$ cat src/rtl/chg_cfg_pkg.sv
package chg_cfg_pkg;

    localparam int REG_W  = 8;
    localparam int CODE_W = 4;

    localparam logic [REG_W-1:0] PTR_AC   = 8'h00;
    localparam logic [REG_W-1:0] PTR_STAT = 8'h01;
    localparam logic [REG_W-1:0] PTR_USB  = 8'h02;

    typedef enum logic [3:0] {
        ST_IDLE,
        ST_ADDR,
        ST_ADDR_ACK,
        ST_REG,
        ST_REG_ACK,
        ST_WDATA,
        ST_WDATA_ACK,
        ST_RDATA,
        ST_RMACK,
        ST_WAIT
    } i2c_state_e;

endpackage

$ cat src/rtl/i2c_line_filter.sv
module i2c_line_filter #(
    parameter int SYNC_STAGES = 2,
    parameter int MAJ_TAPS    = 3
) (
    input  logic clk,
    input  logic rst_n,
    input  logic line_in,
    output logic line_q,
    output logic line_rise,
    output logic line_fall
);
    localparam int HALF = MAJ_TAPS / 2;

    logic [SYNC_STAGES-1:0] sync_q;
    logic [MAJ_TAPS-1:0]    tap_q;
    logic                   prev_q;
    logic                   vote;

    // Synchroniser chain; the bus idles high, so reset to 1.
    always_ff @(posedge clk or negedge rst_n) begin
        if (!rst_n) begin
            sync_q <= '1;
            tap_q  <= '1;
            line_q <= 1'b1;
            prev_q <= 1'b1;
        end else begin
            sync_q <= {sync_q[SYNC_STAGES-2:0], line_in};
            tap_q  <= {tap_q[MAJ_TAPS-2:0], sync_q[SYNC_STAGES-1]};
            line_q <= vote;
            prev_q <= line_q;
        end
    end

    always_comb begin
        vote = ($countones(tap_q) > HALF);
    end

    assign line_rise = line_q & ~prev_q;
    assign line_fall = ~line_q & prev_q;

endmodule

$ cat src/rtl/chg_i2c_engine.sv
module chg_i2c_engine
    import chg_cfg_pkg::*;
#(
    parameter logic [6:0] DEV_ADDR = 7'h47
) (
    input  logic             clk,
    input  logic             rst_n,
    input  logic             scl_q,
    input  logic             scl_rise,
    input  logic             scl_fall,
    input  logic             sda_q,
    input  logic             sda_rise,
    input  logic             sda_fall,
    input  logic [REG_W-1:0] rd_data,
    output logic [REG_W-1:0] ptr,
    output logic             sda_oe,
    output logic             wr_stb,
    output logic [REG_W-1:0] wr_data
);
    localparam int CNT_W = $clog2(REG_W + 1);
    localparam logic [CNT_W-1:0] CNT_FULL = CNT_W'(REG_W);
    localparam logic [CNT_W-1:0] CNT_LAST = CNT_W'(REG_W - 1);

    i2c_state_e       state, state_d;
    logic [REG_W-1:0] shreg;
    logic [CNT_W-1:0] cnt;
    logic             rw_q;
    logic             start_ev, stop_ev;
    logic             byte_done;
    logic             addr_hit;
    logic             drive_d;
    logic             wr_now;

    assign start_ev  = scl_q & sda_fall;
    assign stop_ev   = scl_q & sda_rise;
    assign byte_done = scl_fall && (cnt == CNT_FULL);
    assign addr_hit  = (shreg[REG_W-1:1] == DEV_ADDR);
    assign wr_now    = (state == ST_WDATA) && byte_done;

    // Next-state logic
    always_comb begin
        state_d = state;
        unique case (state)
            ST_IDLE:      state_d = ST_IDLE;
            ST_ADDR:      if (byte_done) state_d = addr_hit ? ST_ADDR_ACK : ST_WAIT;
            ST_ADDR_ACK:  if (scl_fall) state_d = rw_q ? ST_RDATA : ST_REG;
            ST_REG:       if (byte_done) state_d = ST_REG_ACK;
            ST_REG_ACK:   if (scl_fall) state_d = ST_WDATA;
            ST_WDATA:     if (byte_done) state_d = ST_WDATA_ACK;
            ST_WDATA_ACK: if (scl_fall) state_d = ST_WAIT;
            ST_RDATA:     if (scl_fall && cnt == CNT_LAST) state_d = ST_RMACK;
            ST_RMACK:     if (scl_fall) state_d = ST_WAIT;
            ST_WAIT:      state_d = ST_WAIT;
            default:      state_d = ST_IDLE;
        endcase
        if (stop_ev) state_d = ST_IDLE;
        if (start_ev) state_d = ST_ADDR;
    end

    // State register
    always_ff @(posedge clk or negedge rst_n) begin
        if (!rst_n) state <= ST_IDLE;
        else        state <= state_d;
    end

    // Shift register, bit counter, pointer, direction
    always_ff @(posedge clk or negedge rst_n) begin
        if (!rst_n) begin
            shreg <= '0;
            cnt   <= '0;
            rw_q  <= 1'b0;
            ptr   <= '0;
        end else if (start_ev) begin
            cnt <= '0;
        end else begin
            unique case (state)
                ST_ADDR, ST_REG, ST_WDATA: begin
                    if (scl_rise) begin
                        shreg <= {shreg[REG_W-2:0], sda_q};
                        cnt   <= cnt + 1'b1;
                    end else if (byte_done) begin
                        cnt <= '0;
                        if (state == ST_ADDR) rw_q <= shreg[0];
                        if (state == ST_REG)  ptr  <= shreg;
                    end
                end
                ST_ADDR_ACK: begin
                    if (scl_fall && rw_q) begin
                        shreg <= rd_data;
                        cnt   <= '0;
                    end
                end
                ST_RDATA: begin
                    if (scl_fall) begin
                        shreg <= {shreg[REG_W-2:0], 1'b0};
                        cnt   <= cnt + 1'b1;
                    end
                end
                default: ;
            endcase
        end
    end

    // Value the SDA driver takes at the next edge
    always_comb begin
        drive_d = 1'b0;
        unique case (state_d)
            ST_ADDR_ACK, ST_REG_ACK, ST_WDATA_ACK: drive_d = 1'b1;
            ST_RDATA: begin
                if (state != ST_RDATA)  drive_d = ~rd_data[REG_W-1];
                else if (scl_fall)      drive_d = ~shreg[REG_W-2];
                else                    drive_d = ~shreg[REG_W-1];
            end
            default: drive_d = 1'b0;
        endcase
    end

    // Outputs
    always_ff @(posedge clk or negedge rst_n) begin
        if (!rst_n) begin
            sda_oe  <= 1'b0;
            wr_stb  <= 1'b0;
            wr_data <= '0;
        end else begin
            sda_oe <= drive_d;
            wr_stb <= wr_now;
            if (wr_now) wr_data <= shreg;
        end
    end

    // the target only starts pulling SDA low while SCL is low.
    a_r1_drive_on_low_scl: assert property (@(posedge clk) disable iff (!rst_n)
        $rose(sda_oe) |-> !scl_q);

    // a register write is issued only while the data byte is acknowledged.
    a_r2_strobe_in_ack: assert property (@(posedge clk) disable iff (!rst_n)
        wr_stb |-> (state == ST_WDATA_ACK));

    // after a STOP the bus is released.
    a_r11_idle_released: assert property (@(posedge clk) disable iff (!rst_n)
        (state == ST_IDLE) |-> !sda_oe);

endmodule

$ cat src/rtl/chg_reg_file.sv
module chg_reg_file
    import chg_cfg_pkg::*;
#(
    parameter logic [4:0]        DEF_AC  = 5'b0_1000,
    parameter logic [1:0]        DEF_EOC = 2'b01,
    parameter logic [CODE_W-1:0] DEF_USB = 4'b1000
) (
    input  logic              clk,
    input  logic              ret_rst_n,
    input  logic              wr_stb,
    input  logic [REG_W-1:0]  wr_ptr,
    input  logic [REG_W-1:0]  wr_data,
    input  logic [REG_W-1:0]  rd_ptr,
    input  logic              eoc_stat,
    input  logic              chg_stat,
    output logic [REG_W-1:0]  rd_data,
    output logic              vsel,
    output logic [CODE_W-1:0] ac_code,
    output logic [CODE_W-1:0] usb_code,
    output logic [1:0]        eoc_sel
);
    logic [4:0]        ac_reg;
    logic [1:0]        eoc_reg;
    logic [CODE_W-1:0] usb_reg;

    always_ff @(posedge clk or negedge ret_rst_n) begin
        if (!ret_rst_n) begin
            ac_reg  <= DEF_AC;
            eoc_reg <= DEF_EOC;
            usb_reg <= DEF_USB;
        end else if (wr_stb) begin
            case (wr_ptr)
                PTR_AC:   ac_reg  <= wr_data[4:0];
                PTR_STAT: eoc_reg <= wr_data[1:0];
                PTR_USB:  usb_reg <= wr_data[CODE_W-1:0];
                default:  ;
            endcase
        end
    end

    always_comb begin
        case (rd_ptr)
            PTR_AC:   rd_data = {3'b000, ac_reg};
            PTR_STAT: rd_data = {4'b0000, eoc_stat, chg_stat, eoc_reg};
            PTR_USB:  rd_data = {{(REG_W-CODE_W){1'b0}}, usb_reg};
            default:  rd_data = '0;
        endcase
    end

    assign vsel     = ac_reg[4];
    assign ac_code  = ac_reg[CODE_W-1:0];
    assign usb_code = usb_reg;
    assign eoc_sel  = eoc_reg;

    // pointers above 0x02 leave every register as it was.
    a_r9_high_ptr_ignored: assert property (@(posedge clk) disable iff (!ret_rst_n)
        (wr_stb && wr_ptr > PTR_USB) |=> ($stable(ac_reg) && $stable(eoc_reg) && $stable(usb_reg)));

    // the end-of-charge select changes only through a write to 0x01.
    a_r7_sel_only_by_write: assert property (@(posedge clk) disable iff (!ret_rst_n)
        !(wr_stb && wr_ptr == PTR_STAT) |=> $stable(eoc_sel));

    // without a write strobe the mains-adaptor register is held.
    a_r10_hold_without_write: assert property (@(posedge clk) disable iff (!ret_rst_n)
        !wr_stb |=> ($stable(vsel) && $stable(ac_code)));

endmodule

$ cat src/rtl/chg_setpoint_decode.sv
module chg_setpoint_decode
    import chg_cfg_pkg::*;
#(
    parameter int MA_W     = 10,
    parameter int MA_BASE  = 100,
    parameter int MA_STEP  = 50,
    parameter int CODE_MAX = 13,
    parameter int N_CH     = 2
) (
    input  logic                       clk,
    input  logic                       rst_n,
    input  logic [N_CH-1:0][CODE_W-1:0] codes,
    input  logic [1:0]                  eoc_sel,
    output logic [N_CH-1:0][MA_W-1:0]   ma,
    output logic [2:0]                  eoc_twentieths
);
    localparam logic [CODE_W-1:0] CODE_TOP = CODE_W'(CODE_MAX);
    localparam logic [MA_W-1:0]   MA_TOP   = MA_W'(MA_BASE + MA_STEP * CODE_MAX);
    localparam logic [MA_W-1:0]   MA_LOW   = MA_W'(MA_BASE);
    localparam logic [MA_W-1:0]   MA_INC   = MA_W'(MA_STEP);

    for (genvar g = 0; g < N_CH; g++) begin : g_ch
        always_comb begin
            if (codes[g] > CODE_TOP) ma[g] = MA_TOP;
            else ma[g] = MA_LOW + MA_INC * {{(MA_W-CODE_W){1'b0}}, codes[g]};
        end

        // every setpoint stays inside the supported range.
        a_r6_ma_bounds: assert property (@(posedge clk) disable iff (!rst_n)
            (ma[g] >= MA_LOW) && (ma[g] <= MA_TOP));
    end

    always_comb begin
        case (eoc_sel)
            2'b10:   eoc_twentieths = 3'd3;
            2'b11:   eoc_twentieths = 3'd4;
            default: eoc_twentieths = 3'd2;
        endcase
    end

    // the threshold is one of 0.10C, 0.15C, 0.20C.
    a_r8_eoc_bounds: assert property (@(posedge clk) disable iff (!rst_n)
        (eoc_twentieths >= 3'd2) && (eoc_twentieths <= 3'd4));

endmodule

$ cat src/rtl/chg_cfg_i2c.sv
module chg_cfg_i2c
    import chg_cfg_pkg::*;
#(
    parameter logic [6:0] DEV_ADDR    = 7'h47,
    parameter int         SYNC_STAGES = 2,
    parameter int         MAJ_TAPS    = 3,
    parameter int         MA_W        = 10
) (
    input  logic            clk,
    input  logic            rst_n,
    input  logic            ret_rst_n,
    input  logic            scl_in,
    input  logic            sda_in,
    output logic            sda_oe,
    input  logic            eoc_stat_in,
    input  logic            chg_stat_in,
    output logic            vreg_42,
    output logic [MA_W-1:0] ac_ma,
    output logic [MA_W-1:0] usb_ma,
    output logic [2:0]      eoc_twentieths
);
    localparam int N_LINES = 2;

    logic [N_LINES-1:0] raw, lvl, rise, fall;
    assign raw = {sda_in, scl_in};

    for (genvar g = 0; g < N_LINES; g++) begin : g_line
        i2c_line_filter #(
            .SYNC_STAGES(SYNC_STAGES),
            .MAJ_TAPS   (MAJ_TAPS)
        ) u_filt (
            .clk      (clk),
            .rst_n    (rst_n),
            .line_in  (raw[g]),
            .line_q   (lvl[g]),
            .line_rise(rise[g]),
            .line_fall(fall[g])
        );
    end

    logic [REG_W-1:0]  rd_data, ptr, wr_data;
    logic              wr_stb;
    logic [CODE_W-1:0] ac_code, usb_code;
    logic [1:0]        eoc_sel;
    logic [1:0][MA_W-1:0] ma_pair;

    chg_i2c_engine #(.DEV_ADDR(DEV_ADDR)) u_eng (
        .clk     (clk),
        .rst_n   (rst_n),
        .scl_q   (lvl[0]),
        .scl_rise(rise[0]),
        .scl_fall(fall[0]),
        .sda_q   (lvl[1]),
        .sda_rise(rise[1]),
        .sda_fall(fall[1]),
        .rd_data (rd_data),
        .ptr     (ptr),
        .sda_oe  (sda_oe),
        .wr_stb  (wr_stb),
        .wr_data (wr_data)
    );

    chg_reg_file u_regs (
        .clk      (clk),
        .ret_rst_n(ret_rst_n),
        .wr_stb   (wr_stb),
        .wr_ptr   (ptr),
        .wr_data  (wr_data),
        .rd_ptr   (ptr),
        .eoc_stat (eoc_stat_in),
        .chg_stat (chg_stat_in),
        .rd_data  (rd_data),
        .vsel     (vreg_42),
        .ac_code  (ac_code),
        .usb_code (usb_code),
        .eoc_sel  (eoc_sel)
    );

    chg_setpoint_decode #(.MA_W(MA_W)) u_dec (
        .clk           (clk),
        .rst_n         (ret_rst_n),
        .codes         ({usb_code, ac_code}),
        .eoc_sel       (eoc_sel),
        .ma            (ma_pair),
        .eoc_twentieths(eoc_twentieths)
    );

    assign ac_ma  = ma_pair[0];
    assign usb_ma = ma_pair[1];

endmodule

$ cat config.mk
export PLATFORM = sky130hd
export DESIGN_NAME = chg_cfg_i2c
export DESIGN_NICKNAME = d
export VERILOG_FILES = /design/src/rtl/chg_cfg_pkg.sv /design/src/rtl/i2c_line_filter.sv /design/src/rtl/chg_i2c_engine.sv /design/src/rtl/chg_reg_file.sv /design/src/rtl/chg_setpoint_decode.sv /design/src/rtl/chg_cfg_i2c.sv
export SDC_FILE = /design/constraint.sdc
export NUM_CORES = 1
export LEC_CHECK = 0
export CORE_MARGIN = 2
export CORE_UTILIZATION = 58
export CTS_CLUSTER_DIAMETER = 150
export DETAILED_ROUTE_END_ITERATION = 8
export DONT_BUFFER_PORTS = 1
export PLACE_DENSITY = 0.74
export SETUP_SLACK_MARGIN = 0.05
export SLEW_MARGIN = 30
export SYNTH_ARGS = -nofsm -noshare
export SYNTH_HDL_FRONTEND = slang
export SYNTH_SLANG_ARGS = --single-unit
$ cat constraint.sdc
create_clock -name clk -period 2.5 [get_ports clk]
set_clock_uncertainty 0.15 [all_clocks]
set_input_delay 0.125 -clock clk [delete_from_list [all_inputs] [get_ports clk]]
set_output_delay 0.125 -clock clk [all_outputs]
set_load 0.005 [all_outputs]
# [After elaboration in Yosys (flattened, before gate mapping)]
# Cells that the tools add are included.
[classes] mux=29 n_eq_ne=27 add_sub_neg=7 n_reduce_logical=17 n_lt_le_gt_ge=4 bitwise=15 multipliers=2
[op_table] cell="$add A32 B1 Y32" count=2
[op_table] cell="$gt A32 B2 Y1 const B" count=2
[op_table] cell="$mux W4" count=15
[op_table] cell="$eq A4 B3 Y1 const B" count=8
[op_table] cell="$pmux W4 S8" count=1
[op_table] cell="$mux W8" count=3
[op_table] cell="$pmux W8 S3" count=1
[op_table] cell="$add A7 B10 Y10 const A" count=2
[op_table] cell="$mux W10" count=2
[op_table] cell="$mul A5 B4 Y9 const A" count=2
[op_table] cell="$pmux W5 S3" count=1
[op_table] cell="$reduce_and A5 Y1" count=3
[op_table] cell="$eq A4 B2 Y1 const B" count=3
[op_table] cell="$eq A4 B4 Y1 const B" count=3
[op_table] cell="$pmux W4 S3" count=1
[op_table] cell="$eq A8 B1 Y1 const B" count=1
[op_table] cell="$eq A8 B2 Y1 const B" count=1
[op_table] cell="$gt A4 B4 Y1 const B" count=2
[op_table] cell="$logic_not A8 Y1" count=1
[op_table] cell="$not A1 Y1" count=8
[op_table] cell="$eq A7 B7 Y1 const B" count=1
[op_table] cell="$and A1 B1 Y1" count=6
[op_table] cell="$ne A3 B1 Y1 const B" count=2
[op_table] cell="$pmux W3 S2" count=1
[op_table] cell="other kinds (19)" count=29
[totals] word_cells=120 regBits=57

# [Depth between registers and ports, before layout]
# Gate-level depths: netlist (run 1).
[depth] ltp_word=10 mapped_depth=10 depth_no_buf=10

# [By module]
# A second synthesis (run 1) with hierarchy kept.
[unflattened] hier_cells=373 hier_area_um2=3873.7
[modules_own_cells] module="chg_i2c_engine" cells_per_inst=180 area_per_inst_um2=1923.1 n_inst=1 seq_area_each_um2=875.8
[modules_own_cells] module="chg_setpoint_decode" cells_per_inst=116 area_per_inst_um2=873.3 n_inst=1 seq_area_each_um2=0.0
[modules_own_cells] module="chg_reg_file" cells_per_inst=55 area_per_inst_um2=639.4 n_inst=1 seq_area_each_um2=279.0
[modules_own_cells] module="i2c_line_filter" cells_per_inst=11 area_per_inst_um2=219.0 n_inst=2 seq_area_each_um2=183.9

# [Worst setup path before layout (run 1)]
# No wires, ideal clock.
[synth_timing] path_kind="register to register" start="register u_eng.cnt[0]" end="register u_eng.ptr[1]" path_slack_ns=0.315 arrival_ns=1.910 n_path_buf=1 t_required_ns=2.225 path_stages_with_launch=8 path_cell_list="dfrtp_1 -> inv_1 -> ha_1 -> nand4bb_4 -> or2_4 -> or4_4 -> buf_6 -> mux2_4"
[synth_between] elab_chain_cells=3
[synth_lines] element="start, declared" line="chg_i2c_engine.sv:26" text="logic [CNT_W-1:0] cnt;"
[synth_lines] element="start signal, assigned" line="chg_i2c_engine.sv:80" text="cnt <= cnt + 1'b1;"
[synth_lines] element="start signal, assigned" line="chg_i2c_engine.sv:96" text="cnt <= cnt + 1'b1;"
[synth_lines] element="$eq A4 B4 Y1" line="chg_i2c_engine.sv:36" text="assign byte_done = scl_fall && (cnt == CNT_FULL);"
[synth_lines] element="$logic_and A1 B1 Y1" line="chg_i2c_engine.sv:36"
[synth_lines] element="$reduce_and A5 Y1 (no line)"
[synth_lines] element="end signal, assigned" line="chg_i2c_engine.sv:84" text="if (state == ST_REG) ptr <= shreg;"
[synth_lines] element="end, declared" line="chg_i2c_engine.sv:15" text="output logic [REG_W-1:0] ptr,"
# Every way passes these cells.
# A chain may end at the register's enable or synchronous reset.

# [Worst setup path after layout (run 1)]
[layout_timing] start="register u_regs.ac_reg[3]" end="output port ac_ma[7]"
[layout_between] elab_chain_cells=3
[layout_lines] element="start, declared" line="chg_reg_file.sv:22" text="logic [4:0] ac_reg;"
[layout_lines] element="start signal, assigned" line="chg_reg_file.sv:33" text="PTR_AC: ac_reg <= wr_data[4:0];"
[layout_lines] element="$mul A5 B4 Y9" line="chg_setpoint_decode.sv:25" text="else ma[g] = MA_LOW + MA_INC * {{(MA_W-CODE_W){1'b0}}, codes[g]};"
[layout_lines] element="$add A7 B10 Y10" line="chg_setpoint_decode.sv:25"
[layout_lines] element="$mux W10 *" line="chg_setpoint_decode.sv:24" text="if (codes[g] > CODE_TOP) ma[g] = MA_TOP;"
[layout_lines] element="end, declared" line="chg_cfg_i2c.sv:18" text="output logic [MA_W-1:0] ac_ma,"
# Mark *: on every way between the ends. The rest lies on a longest branch, timed or not.

==> results of run 1 <==
## final cells by class
cell class | instances | share of cell area [%]
Sequential cell | 57 | 35.27
Tap cell | 72 | 2.187
Clock inverter | 5 | 1.002
Multi-Input combinational cell | 246 | 48.21
Timing Repair Buffer | 31 | 6.652
Inverter | 27 | 2.461
Clock buffer | 11 | 4.222
## routing by layer
layer	track usage, %	wire (um)	up-vias
met4	12.37	174	0
met5	0	0	-
met3	5.169	298	16
li1	-	-	1228
met1	32.36	3274	1266
met2	38.17	3677	62
## where the power goes
| part | internal, uW | switching [uW] | total (uW) |
|---|---|---|---|
| registers | 1030 | 119 | 1150 |
| clock network | 491 | 411 | 902 |
| logic | 122 | 147 | 269 |
| total | 1640 | 677 | 2320 |
## critical path: stages (launching register included)
cell	delay (ns)
dfstp_2	0.62
ha_4	0.16
ha_4	0.13
inv_2	0.04
fa_2	0.56
nand3b_1	0.14
buf_4	0.18
xor2_2	0.13
nand2_1	0.07
## timing repair
item	in CTS	in global routing
setup buffers	13	9
hold endpoints to repair	59	0
resized for setup	25	15
pin swaps	16	15
setup endpoints to repair	8	7
gates cloned	0	0
hold buffers	5	0
## how the worst max path moves through the flow
stage	cells after the start	end	slack, ns	start
final	8	ac_ma[7]	-0.15	u_regs.ac_reg[3]$_DFFE_PN1P_
after CTS	8	usb_ma[9]	-0.06	u_regs.usb_code[3]$_DFFE_PN1P_
after detailed placement	9	usb_ma[9]	0.09	u_regs.usb_code[1]$_DFFE_PN0P_
after global routing	8	ac_ma[9]	-0.20	u_regs.ac_reg[3]$_DFFE_PN1P_
after floorplan	7	u_eng.ptr[1]$_DFFE_PN0P_	0.32	u_eng.cnt[0]$_DFFE_PN0P_
after global placement	9	usb_ma[9]	0.20	u_regs.usb_code[1]$_DFFE_PN0P_
## per-stage QoR
stage,setup slack (ns),hold WS (ns),power (uW)
global placement,0.1982,-0.3203,1390
finish,-0.1496,0.01904,2321
CTS,-0.06225,0.02385,2340
global route,-0.2044,0.08085,2451
floorplan,0.3153,-0.3206,1329
detailed placement,0.08869,-0.3204,1408
## cell usage in the layout (no fill, tap or decap), types with 3 or more instances in the layout
cell type,count
dfrtp_1,36
nand2_1,34
nor2_1,26
a21oi_1,23
buf_4,23
inv_1,21
mux2_2,19
ha_1,17
dfstp_2,17
nand3_1,13
o21ai_0,12
clkbuf_8,9
a21o_1,8
xnor2_1,8
ha_4,8
inv_2,6
nand3b_1,6
xor2_1,5
a31oi_1,5
mux2i_1,5
mux2_4,4
dlygate4sd3_1,4
dfrtp_2,4
and3_1,3
nor2b_1,3
or2_2,3
xor2_2,3
buf_6,3
## logic make-up (layout without fill, tap and decap cells)
group                      count (synthesis)  after routing  synth area share, %
buffers and inverters                     41             74                5.094
xor gates and xnor gates                  19             19                4.874
muxes                                     28             28                9.491
adders and majority gates                 29             29                11.07
and+or+nand+nor                          110            110                17.04
other                                      1              2               0.1098
DFF                                       57             57                42.40
AOI/OAI and AO/OA                         58             58                9.931
==> metrics.txt, run 1 <==
Syn Area/Cell=9.955 sq um; # setup viols final=6; Initial Utilization=60.89%; Clk Latency, worst-skew pair=0.35 ns; gr ovfl total=0; area delta synth->final=20.63%; Final GP Congestion=0.8985; Post-Syn Instances=343; Residual DRC=0; share of layout cells above drive strength 1=32.36%; largest fanout on the critical path=5; die height=80.73 um; top-area cell type share of the netlist area=29.31%; Starting DRT DRC Count=139; vias in the first global route=2,600; most frequent cell after synthesis=dfrtp_1; fillers=393; ANT nets after route=0; startpoint types=flop; via count=2,572; Max Cap Viol=0; Worst EP required=2.23 ns; CTS tree=built; most area-hungry cell type in the Yosys netlist=dfrtp_1; most frequent cells after synthesis=dfrtp_1 (40), nand2_1 (34), ha_1 (27), inv_1 (27), nor2_1 (26); Non-Filler Instances=449; core area=5608 sq um; first-pass GRT wire length=12,140 um; Yosys reg bits=57; cell area after synthesis=3415 sq um; largest net degree at the start of global routing=47; area of the multi-input gates=1986 sq um; GRT Util Overall=24.46%; final instance area=4119 sq um; die area=6517 sq um; H-tree Lvls=3; Leak=0.001920 uW; Num CTS Buffers=9; Pre-antenna DRT Iters=4; top_reg_cell synth=dfrtp_1; Worst Setup End Kind=output port; Die Wd=80.73 um; Async S/R FF share, synth=100.0%; drt total wl=7423 um; leading post-synthesis cells by cell area=dfrtp_1 (29%), dfstp_2 (13%), ha_1 (9.9%); CTS Buffer Depth=2; Worst R2R End=u_eng.sda_oe$_DFF_PN0_; root buffer cell=clkbuf_8; clock tree sinks=57; Final Hold Fails=0; outcome=complete, but fails checks; fin. max-slew vios=0; Reg area=1453 sq um; failing checks=negative setup slack; Pwr Density=563.6 nW/um^2; wire per inst=16.53 um; CP Data Arrival Time=2.37 ns; antenna violations before repair=0; Seq/Total Area, Yosys=42.40%; Layout Utilization=73.45%; Worst Slack Setup Final=-0.1496 ns; Yosys cell types=48; input/output buffers=0; Peak VDD IR=0.5043 mV; Clock transition at path regs=0.07 ns; post-route clock period utilization=106.0%; Post-synth EDFFs=0; kind of critical path=flop to output port; number of core rows=27; class of the worst hold path=input port to async pin; placed insts=406; Max Fclk=377.4 MHz; DP HPWL=4685 um; Via density=5.728; unrepaired setup endpoints after global routing=true; fin crit period=2.650 ns; nets=408; n_diodes=0; Sum Neg Setup Slack=-0.4870 ns; largest registers=u_eng.ptr x8, u_eng.shreg x8, g_line.u_filt.tap_q x6; Cell Area, Placed=3466 sq um; reg2reg setup slack=0.22 ns; worst reg2reg startpoint=u_eng.cnt[1]$_DFFE_PN0P_; Reg2Reg Depth=8; yosys synthesis warning count=0; I/O pins=32
Power figures use the tool's default switching activity.
==> run 2, diff against run 1 <==
--- a/config.mk
+++ b/config.mk
@@ -15,4 +15,5 @@
 export SLEW_MARGIN = 30
 export SYNTH_ARGS = -nofsm -noshare
 export SYNTH_HDL_FRONTEND = slang
+export SYNTH_HIERARCHICAL = 1
 export SYNTH_SLANG_ARGS = --single-unit
==> run 2 against run 1 <==
The flow still finishes with violations (negative setup slack). First-iteration DRC count decreased by 36%. Die area rose by 9.7%. Clock power is 11% lower. Sequential cell count stayed put. Final area rose by 10%. Critical path depth is 1 higher. Synthesized cell count increased by 7.0%. Synthesized area grew 10%. Fmax is 4.3% lower. Routed wire length increased by 8.7%. Critical endpoint is now ac_ma[9].
==> metrics.txt, run 2 <==
ANT nets after route=0; most common cell after layout, fill and taps aside=nand2_1; wire per inst=16.67 um; Worst path most repeated cell=ha_4; outcome=complete, but fails checks; area of the multi-input gates=2416 sq um; reg2reg setup slack=0.31 ns; first-pass GRT wire length=13,710 um; I/O pins=32; largest net degree at the start of global routing=47; GRT met2 Usage=42.45%; crit-path max cell delay=0.56 ns; n_diodes=0; most frequent cells in the layout=nand2_1 (39), dfrtp_1 (37), buf_4 (29); # setup viols final=7; Clk Latency, worst-skew pair=0.34 ns; Non-Filler Instances=484; combinational power share=11.1%; fin. max-slew vios=0; antenna violations before repair=0; share of layout cells above drive strength 1=33.17%; CP cell instances=buf_4 > ha_4 > inv_1 > ha_2 > ha_4 > a31oi_1 > xor2_1 > o211a_1 > nor2_2; Peak VDD IR=0.4208 mV; Max Cap Viol=0; worst reg2reg startpoint=g_line[0].u_filt/prev_q$_DFF_PN1_; Clock Power Share=37.6%; Initial Utilization=59.63%; CTS Buffer Depth=2; Num CTS Buffers=9; Worst EP required=2.23 ns; Reg area=1451 sq um; H-tree Lvls=3; Worst Tran Pin Value=0.5181 ns; CP Data Arrival Time=2.49 ns; Final Hold Fails=0; gr ovfl total=0; overall power=2145 uW; Worst Setup End Kind=output port; Post-Syn Instances=367; kind of critical path=flop to output port; final instance area=4547 sq um; class of the worst hold path=input port to async pin; GRT Util Overall=24.16%; Layout Utilization=72.02%; drt total wl=8068 um; root buffer cell=clkbuf_8; CTS tree=built; Sw Share=27.63%; critical path's slowest cell=dfstp_2; Clock transition at path regs=0.07 ns; fin crit period=2.770 ns; Pre-antenna DRT Iters=4; GR Util met1=29.31%; M3 GR Usage=5.015%; startpoint types=flop; input/output buffers=0; vias in the first global route=2,850; Max Fclk=361.0 MHz; failing checks=negative setup slack; Rel. slew slack=65.35%; Starting DRT DRC Count=89; Final GP Congestion=0.8614; Switch Pwr=592.7 uW; unrepaired setup endpoints after global routing=true; number of core rows=29; busiest grt layer=met2; nets=439; yosys synthesis warning count=6; Pwr Density=471.7 nW/um^2; Pint=1552 uW; Via density=5.853; via count=2,833; DP HPWL=5564 um; Syn Area/Cell=10.26 sq um; fillers=437; Leak=0.002097 uW; largest fanout on the critical path=4; Sum Neg Setup Slack=-1.105 ns; clock tree sinks=57; Die Wd=84.57 um; placed insts=449; core area=6314 sq um; largest registers=u_eng/ptr x8, u_eng/shreg x8, g_line.u_filt/tap_q x6; Cell Area, Placed=3925 sq um; die height=84.57 um; post-route clock period utilization=110.8%; die area=7151 sq um; Seq pwr share=51.4%; area delta synth->final=20.77%; Reg2Reg Depth=6; Worst Slack Setup Final=-0.2699 ns; Residual DRC=0; Worst R2R End=u_eng/sda_oe$_DFF_PN0_; cell area after synthesis=3765 sq um
## run 2: cell types whose count changed in the layout (fill, tap and decap cells not counted), sizes merged, moves of 5 or more
cell	delta
nor2	-13
a21oi	-10
mux2i	+10
inv	-7
nand2	+7
a21o	-6
nor2b	+6
xnor2	+6
xor2	-5
## run 2: layout make-up
class | count | area share, %
timing repair buffer | 36 | 6.714
sequential | 57 | 31.92
clock buffer | 12 | 3.632
multi-input combinational | 275 | 53.14
clock inverter | 4 | 0.5779
tap | 77 | 2.119
inverter | 23 | 1.899
## run 2: how the worst max path moves through the flow
stage | slack (ns) | to | startpoint | cells after the start
after floorplan | 0.05 | ac_ma[9] | u_regs/ac_reg[1]$_DFFE_PN0P_ | 10
after global placement | 0.01 | ac_ma[9] | u_regs/ac_reg[1]$_DFFE_PN0P_ | 10
after detailed placement | -0.11 | ac_ma[9] | u_regs/ac_reg[1]$_DFFE_PN0P_ | 10
after CTS | -0.22 | ac_ma[9] | u_regs/ac_reg[3]$_DFFE_PN1P_ | 9
after global routing | -0.36 | ac_ma[9] | u_regs/ac_reg[3]$_DFFE_PN1P_ | 9
final | -0.27 | ac_ma[9] | u_regs/ac_reg[3]$_DFFE_PN1P_ | 9
## run 2: power groups by stage
| stage | combinational [uW] | clock [uW] | sequential (uW) |
|---|---|---|---|
| detailed placement | 208 | 0 | 1120 |
| global placement | 195 | 0 | 1110 |
| global route | 273 | 864 | 1110 |
| CTS | 240 | 833 | 1100 |
| floorplan | 171 | 0 | 1080 |
| finish | 237 | 806 | 1100 |
## run 2: what timing repair did
item                                    CTS  global route
hold buffers                              7             0
endpoints found under the setup margin    6             7
pin swaps                                23             8
hold endpoints to repair                 61             0
buffers inserted                         10             2
gates cloned                              0             0
resized for setup                        38             8
## run 2: worst max-delay path, delay by kind of cell, from the launching register on
family / cells / cell delay (ns)
AOI/OAI and AO/OA: 2 / 0.43
and+or+nand+nor: 1 / 0.04
adders and majority gates: 3 / 0.62
xor gates and xnor gates: 1 / 0.29
DFF: 1 / 0.56
buffers and inverters: 2 / 0.21
## run 2: routing by layer
layer	share of wire, %	vias to the layer above
met5	0	-
met4	1.4	0
met3	3.0	13
met2	52	50
met1	44	1401
li1	-	1369
## run 2: per-stage QoR
| stage | hold WS (ns) | worst slack (ns) |
|---|---|---|
| floorplan | -0.3206 | 0.05284 |
| global placement | -0.3204 | 0.01083 |
| detailed placement | -0.3204 | -0.1086 |
| CTS | 0.03472 | -0.2166 |
| global route | 0.06446 | -0.3637 |
| finish | 0.04024 | -0.2699 |
